File: src/rtl/spi_wp_pkg.sv
package spi_wp_pkg;
   typedef enum logic [7:0] {
      OP_WRSR = 8'h01,
      OP_WRDI = 8'h04,
      OP_RDSR = 8'h05,
      OP_WREN = 8'h06
   } wp_op_e;

   // Field order mirrors the status byte, MSB first.
   typedef struct packed {
      logic       wdis;
      logic       bp3;
      logic       dir;
      logic [2:0] bp_lo;
      logic       wel;
      logic       busy;
   } wp_sr_t;
endpackage

File: src/rtl/wp_status_reg.sv
module wp_status_reg
   import spi_wp_pkg::*;
#(
   parameter bit HAS_DIR = 1'b1,
   parameter bit HAS_BP3 = 1'b1
) (
   input  logic       clk,
   input  logic       rst_n,
   input  logic       load,
   input  logic [7:0] load_val,
   input  logic       set_wel,
   input  logic       clr_wel,
   output wp_sr_t     sr
);
   wp_sr_t     nv;
   logic       wel_q, wdis_q;
   logic [2:0] bp_lo_q;
   logic       dir_bit, bp3_bit;

   assign nv = wp_sr_t'(load_val);

   always_ff @(posedge clk or negedge rst_n) begin
      if (!rst_n) begin
         wel_q   <= 1'b0;
         wdis_q  <= 1'b0;
         bp_lo_q <= '0;
      end else begin
         if (load) begin
            wdis_q  <= nv.wdis;
            bp_lo_q <= nv.bp_lo;
         end
         if (clr_wel)      wel_q <= 1'b0;
         else if (set_wel) wel_q <= 1'b1;
      end
   end

   generate
      if (HAS_DIR) begin : g_dir
         logic dir_q;
         always_ff @(posedge clk or negedge rst_n) begin
            if (!rst_n)    dir_q <= 1'b0;
            else if (load) dir_q <= nv.dir;
         end
         assign dir_bit = dir_q;
      end else begin : g_no_dir
         assign dir_bit = 1'b0;
      end

      if (HAS_BP3) begin : g_bp3
         logic bp3_q;
         always_ff @(posedge clk or negedge rst_n) begin
            if (!rst_n)    bp3_q <= 1'b0;
            else if (load) bp3_q <= nv.bp3;
         end
         assign bp3_bit = bp3_q;
      end else begin : g_no_bp3
         assign bp3_bit = 1'b0;
      end
   endgenerate

   always_comb begin
      sr       = '0;
      sr.wdis  = wdis_q;
      sr.bp3   = bp3_bit;
      sr.dir   = dir_bit;
      sr.bp_lo = bp_lo_q;
      sr.wel   = wel_q;
      sr.busy  = 1'b0;
   end
endmodule

File: src/rtl/wp_range_check.sv
module wp_range_check #(
   parameter int NUM_SECTORS = 512,
   localparam int SEC_W = $clog2(NUM_SECTORS)
) (
   input  logic [3:0]       bp,
   input  logic             dir,
   input  logic [SEC_W-1:0] sector,
   output logic             hit
);
   logic [31:0] raw_cnt, cnt, sec32;

   always_comb begin
      sec32   = 32'(sector);
      raw_cnt = (bp == 4'd0) ? 32'd0 : (32'd1 << (bp - 4'd1));
      cnt     = (raw_cnt > 32'(NUM_SECTORS)) ? 32'(NUM_SECTORS) : raw_cnt;
      if (cnt == 32'd0) hit = 1'b0;
      else if (dir)     hit = sec32 < cnt;
      else              hit = (sec32 + cnt) >= 32'(NUM_SECTORS);
   end
endmodule

File: src/rtl/wp_prog_path.sv
module wp_prog_path #(
   parameter int ADDR_W = 25
) (
   input  logic              clk,
   input  logic              rst_n,
   input  logic              go,
   input  logic              deny,
   input  logic [ADDR_W-1:0] addr,
   input  logic [7:0]        wdata,
   input  logic [7:0]        rdata,
   output logic              we_o,
   output logic [ADDR_W-1:0] addr_o,
   output logic [7:0]        wdata_o,
   output logic              err_o
);
   always_ff @(posedge clk or negedge rst_n) begin
      if (!rst_n) begin
         we_o    <= 1'b0;
         err_o   <= 1'b0;
         addr_o  <= '0;
         wdata_o <= '0;
      end else begin
         we_o  <= go && !deny;
         err_o <= go && deny;
         if (go && !deny) begin
            addr_o  <= addr;
            wdata_o <= wdata & rdata;
         end
      end
   end
endmodule

File: src/rtl/spi_wp_guard.sv
module spi_wp_guard
   import spi_wp_pkg::*;
#(
   parameter int SECTOR_LOG2 = 16,
   parameter int NUM_SECTORS = 512,
   parameter bit HAS_DIR     = 1'b1,
   parameter bit HAS_BP3     = 1'b1,
   localparam int SEC_W  = $clog2(NUM_SECTORS),
   localparam int ADDR_W = SECTOR_LOG2 + SEC_W
) (
   input  logic              clk,
   input  logic              rst_n,
   input  logic              cmd_valid,
   input  logic [7:0]        cmd_op,
   input  logic [7:0]        cmd_data,
   input  logic              prog_valid,
   input  logic [ADDR_W-1:0] prog_addr,
   input  logic [7:0]        prog_data,
   input  logic [7:0]        mem_rdata,
   output logic              sr_rd_valid,
   output logic [7:0]        sr_rd_data,
   output logic              mem_we,
   output logic [ADDR_W-1:0] mem_addr,
   output logic [7:0]        mem_wdata,
   output logic              prot_err
);
   generate
      if (NUM_SECTORS < 2)
         $error("spi_wp_guard: NUM_SECTORS must be at least 2");
      if (SEC_W > 24)
         $error("spi_wp_guard: NUM_SECTORS too large");
      if (SECTOR_LOG2 < 1)
         $error("spi_wp_guard: SECTOR_LOG2 must be positive");
   endgenerate

   wp_sr_t           sr;
   logic [7:0]       sr_q;
   logic             is_wrsr, do_wrsr, prog_go, clr_wel, set_wel, deny;
   logic [SEC_W-1:0] sector;

   assign sr_q    = sr;
   assign is_wrsr = cmd_valid && (cmd_op == OP_WRSR);
   assign do_wrsr = is_wrsr && sr.wel;
   assign set_wel = cmd_valid && (cmd_op == OP_WREN);
   assign prog_go = prog_valid && !cmd_valid && sr.wel;
   assign clr_wel = (cmd_valid && (cmd_op == OP_WRDI)) || do_wrsr || prog_go;
   assign sector  = prog_addr[ADDR_W-1 -: SEC_W];

   wp_status_reg #(.HAS_DIR(HAS_DIR), .HAS_BP3(HAS_BP3)) u_sr (
      .clk(clk), .rst_n(rst_n), .load(do_wrsr), .load_val(cmd_data),
      .set_wel(set_wel), .clr_wel(clr_wel), .sr(sr)
   );

   wp_range_check #(.NUM_SECTORS(NUM_SECTORS)) u_rng (
      .bp({sr.bp3, sr.bp_lo}), .dir(sr.dir), .sector(sector), .hit(deny)
   );

   wp_prog_path #(.ADDR_W(ADDR_W)) u_prog (
      .clk(clk), .rst_n(rst_n), .go(prog_go), .deny(deny),
      .addr(prog_addr), .wdata(prog_data), .rdata(mem_rdata),
      .we_o(mem_we), .addr_o(mem_addr), .wdata_o(mem_wdata), .err_o(prot_err)
   );

   always_ff @(posedge clk or negedge rst_n) begin
      if (!rst_n) begin
         sr_rd_valid <= 1'b0;
         sr_rd_data  <= '0;
      end else begin
         sr_rd_valid <= cmd_valid && (cmd_op == OP_RDSR);
         if (cmd_valid && (cmd_op == OP_RDSR)) sr_rd_data <= sr;
      end
   end
endmodule

File: config.mk
export PLATFORM = sky130hd
export DESIGN_NAME = spi_wp_guard
export DESIGN_NICKNAME = d
export VERILOG_FILES = /design/src/rtl/spi_wp_pkg.sv /design/src/rtl/wp_status_reg.sv /design/src/rtl/wp_range_check.sv /design/src/rtl/wp_prog_path.sv /design/src/rtl/spi_wp_guard.sv
export SDC_FILE = /design/constraint.sdc
export NUM_CORES = 1
export LEC_CHECK = 0
export BUFFER_PORTS_ARGS = -buffer_cell sky130_fd_sc_hd__buf_2
export CELL_PAD_IN_SITES_DETAIL_PLACEMENT = 0
export CELL_PAD_IN_SITES_GLOBAL_PLACEMENT = 1
export CORE_MARGIN = 4
export CORE_UTILIZATION = 37
export DETAILED_ROUTE_END_ITERATION = 12
export GPL_ROUTABILITY_DRIVEN = 1
export PLACE_DENSITY = 0.79
export SLEW_MARGIN = 30
export SYNTH_ARGS = -nofsm -noshare
export SYNTH_HDL_FRONTEND = slang
export SYNTH_SLANG_ARGS = --single-unit
File: constraint.sdc
create_clock -name clk -period 3.55 [get_ports clk]
set_clock_uncertainty 0.05 [all_clocks]
set_input_delay 0.355 -clock clk [delete_from_list [all_inputs] [get_ports clk]]
set_output_delay 0.355 -clock clk [all_outputs]
set_load 0.01 [all_outputs]
==> summary.md <==
| Metric | Value |
|---|---|
| Synth cell types | `40` |
| Initial Util | `0.3776` |
| Port bufs | `101` |
| Die area | `a little under 0.009 mm2` |
| CTS Hold Bufs | `1` |
| Min cycle time layout | `roughly 3.1 ns` |
| CTS Root Cell | `clkbuf_8` |
| #FFs+latches synth | `50` |
| Dpl hpwl | `4340 um` |
| Critical Path End Type | `flop` |
| Synthesized Nets | `309` |
| CP arrival | `3.26 ns` |
| CTS clk-pin slew, worst paths | `0.09 ns` |
| Die width | `93.80 um` |
| Cell area after synthesis | `roughly 0.0027 mm2` |
| Worst path required time | `3.69 ns` |
| Max FO, Critical Path | `30` |
| DRC | `0` |
| Post-synth ARST share | `1.000` |
| Vias/cell | `4.465` |
| F_max | `320.6 MHz` |
| Pre-antenna DRT Iters | `3` |
| Total GRT Usage | `0.1296` |
| Vias in the first global route | `1,988` |
| Sequential area share after synthesis | `0.4593` |
| Largest net degree at the start of global routing | `34` |
| Final GP Congestion | `0.7591` |
| Io pins | `105` |
| Layout Nets | `414` |
| Syn Area/Cell | `12.11 um2` |
| Synth Instances | `approximately 230` |
| Core region area | `0.007214 mm2` |
| Routed wire per std cell | `~13 um` |
| CTS max path bufs | `2` |
| Final Max Slew Viols | `0` |
| CTS tree | `done` |
| PostCTS Resize Cnt | `0` |
| Share of layout cells above drive strength 1 | `0.4713` |
| Critical path type | `reg2reg` |
| VDD IR-drop max | `around 0.00018 V` |
| Die height | `93.80 um` |
| Post-route ant nets | `0` |
| Status | `finished clean` |
| Worst Hold Class | `in2reg` |
| Setup crit start kind | `flop` |
| Initial antenna violation count | `0` |
| Postcts setup bufs | `0` |
| CTS Sinks | `50` |
| Finished Layout Cells | `430` |
| # setup viols final | `0` |
| Post-synth EDFFs | `0` |
| Vias | `about 1,900` |
| Max-Cap Viols | `0` |
| Worst skew pair latency | `0.30 ns` |
| Setup repair after global routing missed its margin | `no` |
| TNS Setup | `0 ns` |
| Area growth from synthesis to layout | `26.96%` |
| Ys flop type | `dfrtp_1` |
| First-pass GRT wire length | `9094 um` |
| Hold Violations, Final | `0` |
| Max H-tree Level | `2` |
| Ant diodes | `0` |
| Final period utilization | `0.8785` |
| Cell row count | `31` |
| Yosys warning total | `0` |
| Pwr Density | `580.1 mW/mm2` |
| Inst Count DP | `between 400 and 500` |
| Number of CTS-inserted buffers | `5` |
| LEAKAGE | `roughly 2 nW` |
| GRT overflow | `0` |
| DR iter-0 viols | `48` |
| Final WL | `5518 um` |
| FILL cells | `676` |
synth_stat cells, types with 2 or more instances:
cell type,n,share of area
nor2b_1,7,0.016
o21ai_1,3,0.0055
nand3_1,5,0.0092
o21ai_0,3,0.0055
mux2_2,17,0.070
nand2_1,21,0.029
nand2b_1,4,0.0092
mux2_4,21,0.12
inv_1,21,0.029
ha_1,22,0.10
a21oi_1,4,0.0073
a31oi_1,2,0.0046
clkbuf_1,2,0.0028
nor3_1,2,0.0037
nand3b_1,2,0.0055
buf_8,2,0.011
dfrtp_1,50,0.46
nor2_1,8,0.011
mux2i_1,8,0.029
cell usage in the layout, fill, tap and decap left out, types with 2 or more instances in the layout:
master / n
buf_2: 101
dfrtp_1: 50
clkbuf_8: 6
inv_1: 21
mux2_2: 17
o21ai_0: 3
o21ai_1: 3
mux2_4: 21
nor2b_1: 7
nand3b_1: 2
a21oi_1: 4
ha_1: 22
mux2i_1: 8
buf_4: 2
nand2_1: 21
a31oi_1: 2
nor2_1: 8
nor3_1: 2
nand2b_1: 4
nand3_1: 5
critical path: stages, from the launching register on:
cell	delay (ns)
dfrtp_1	0.50
nand2b_1	0.19
nor3_1	0.22
ha_1	0.23
fa_1	0.17
nor2b_1	0.13
o21ai_1	0.08
a211o_1	0.29
and4_4	0.19
o311ai_4	0.32
buf_12	0.28
mux2_2	0.36
power by group:
part,internal (mW),switching [mW]
registers,0.770,0.104
logic,0.402,0.312
clock network,0.232,0.187
total,1.40,0.602
flip-flops by register name (all words and copies together), names as in the netlist:
name	count
sr_rd_valid	1
u_sr.wel_q	1
u_sr.dir_bit	1
u_sr.wdis_q	1
u_prog.we_o	1
u_sr.bp3_bit	1
u_prog.addr_o	25
sr_rd_data	7
u_prog.wdata_o	8
u_prog.err_o	1
u_sr.bp_lo_q	3
cell type report:
cell class | count | area, um2 | area share
multi-input combinational | 147 | 1333 | 0.3853
sequential | 50 | 1251 | 0.3618
timing repair buffer | 105 | 550.5 | 0.1592
inverter | 21 | 78.83 | 0.02279
clock buffer | 6 | 82.58 | 0.02388
clock inverter | 2 | 38.79 | 0.01122
tap | 99 | 123.9 | 0.03582
kinds of logic (layout without fill, tap and decap cells):
logic type               after synthesis  in the layout  synth area share
other                                  1              1          0.001377
buffers and inverters                 28            134           0.05145
adder cells (fa/ha/maj)               23             23            0.1084
multiplexers                          46             46            0.2154
AO/OA/AOI/OAI                         19             19           0.05053
AND/OR/NAND/NOR                       58             58            0.1135
flip-flops                            50             50            0.4593
layer usage:
metal,track usage,share of wire,vias to the layer above
met5,0,0,-
met4,0.03971,0.010,0
met1,0.1577,0.44,884
met2,0.2176,0.45,66
li1,-,-,966
met3,0.04167,0.099,4
per-stage QoR:
stage | power [mW] | hold slack (ns) | setup WS, ns | util | cell area [um2]
6_report | 2.006 | 0.2315 | 0.4312 | 0.4794 | 3458
4_1_cts | 2.039 | 0.2154 | 0.3970 | 0.4794 | 3458
2_1_floorplan | 1.316 | 0.009409 | 0.6076 | - | 2724
3_5_place_dp | 1.608 | 0.2699 | 0.4338 | 0.4612 | 3327
5_1_grt | 2.142 | 0.2111 | 0.2152 | 0.4794 | 3458
3_3_place_gp | 1.592 | 0.2577 | 0.4663 | 0.4612 | 3327
worst paths after layout:
check,start,endpoint,slack (ns),depth (start not counted)
min,cmd_data[4],u_sr.bp_lo_q[2],0.23,2
min reg2reg,sr_rd_data[6],sr_rd_data[6],0.46,1
max,u_sr.bp_lo_q[1],u_prog.addr_o[2],0.43,11
max reg2reg,u_sr.bp_lo_q[1],u_prog.addr_o[2],0.43,11
max in group asynchronous,rst_n,u_prog.addr_o[9],2.20,3
min in group asynchronous,rst_n,u_prog.addr_o[16],0.47,2
Note: power is estimated with default switching activity, not from simulation.
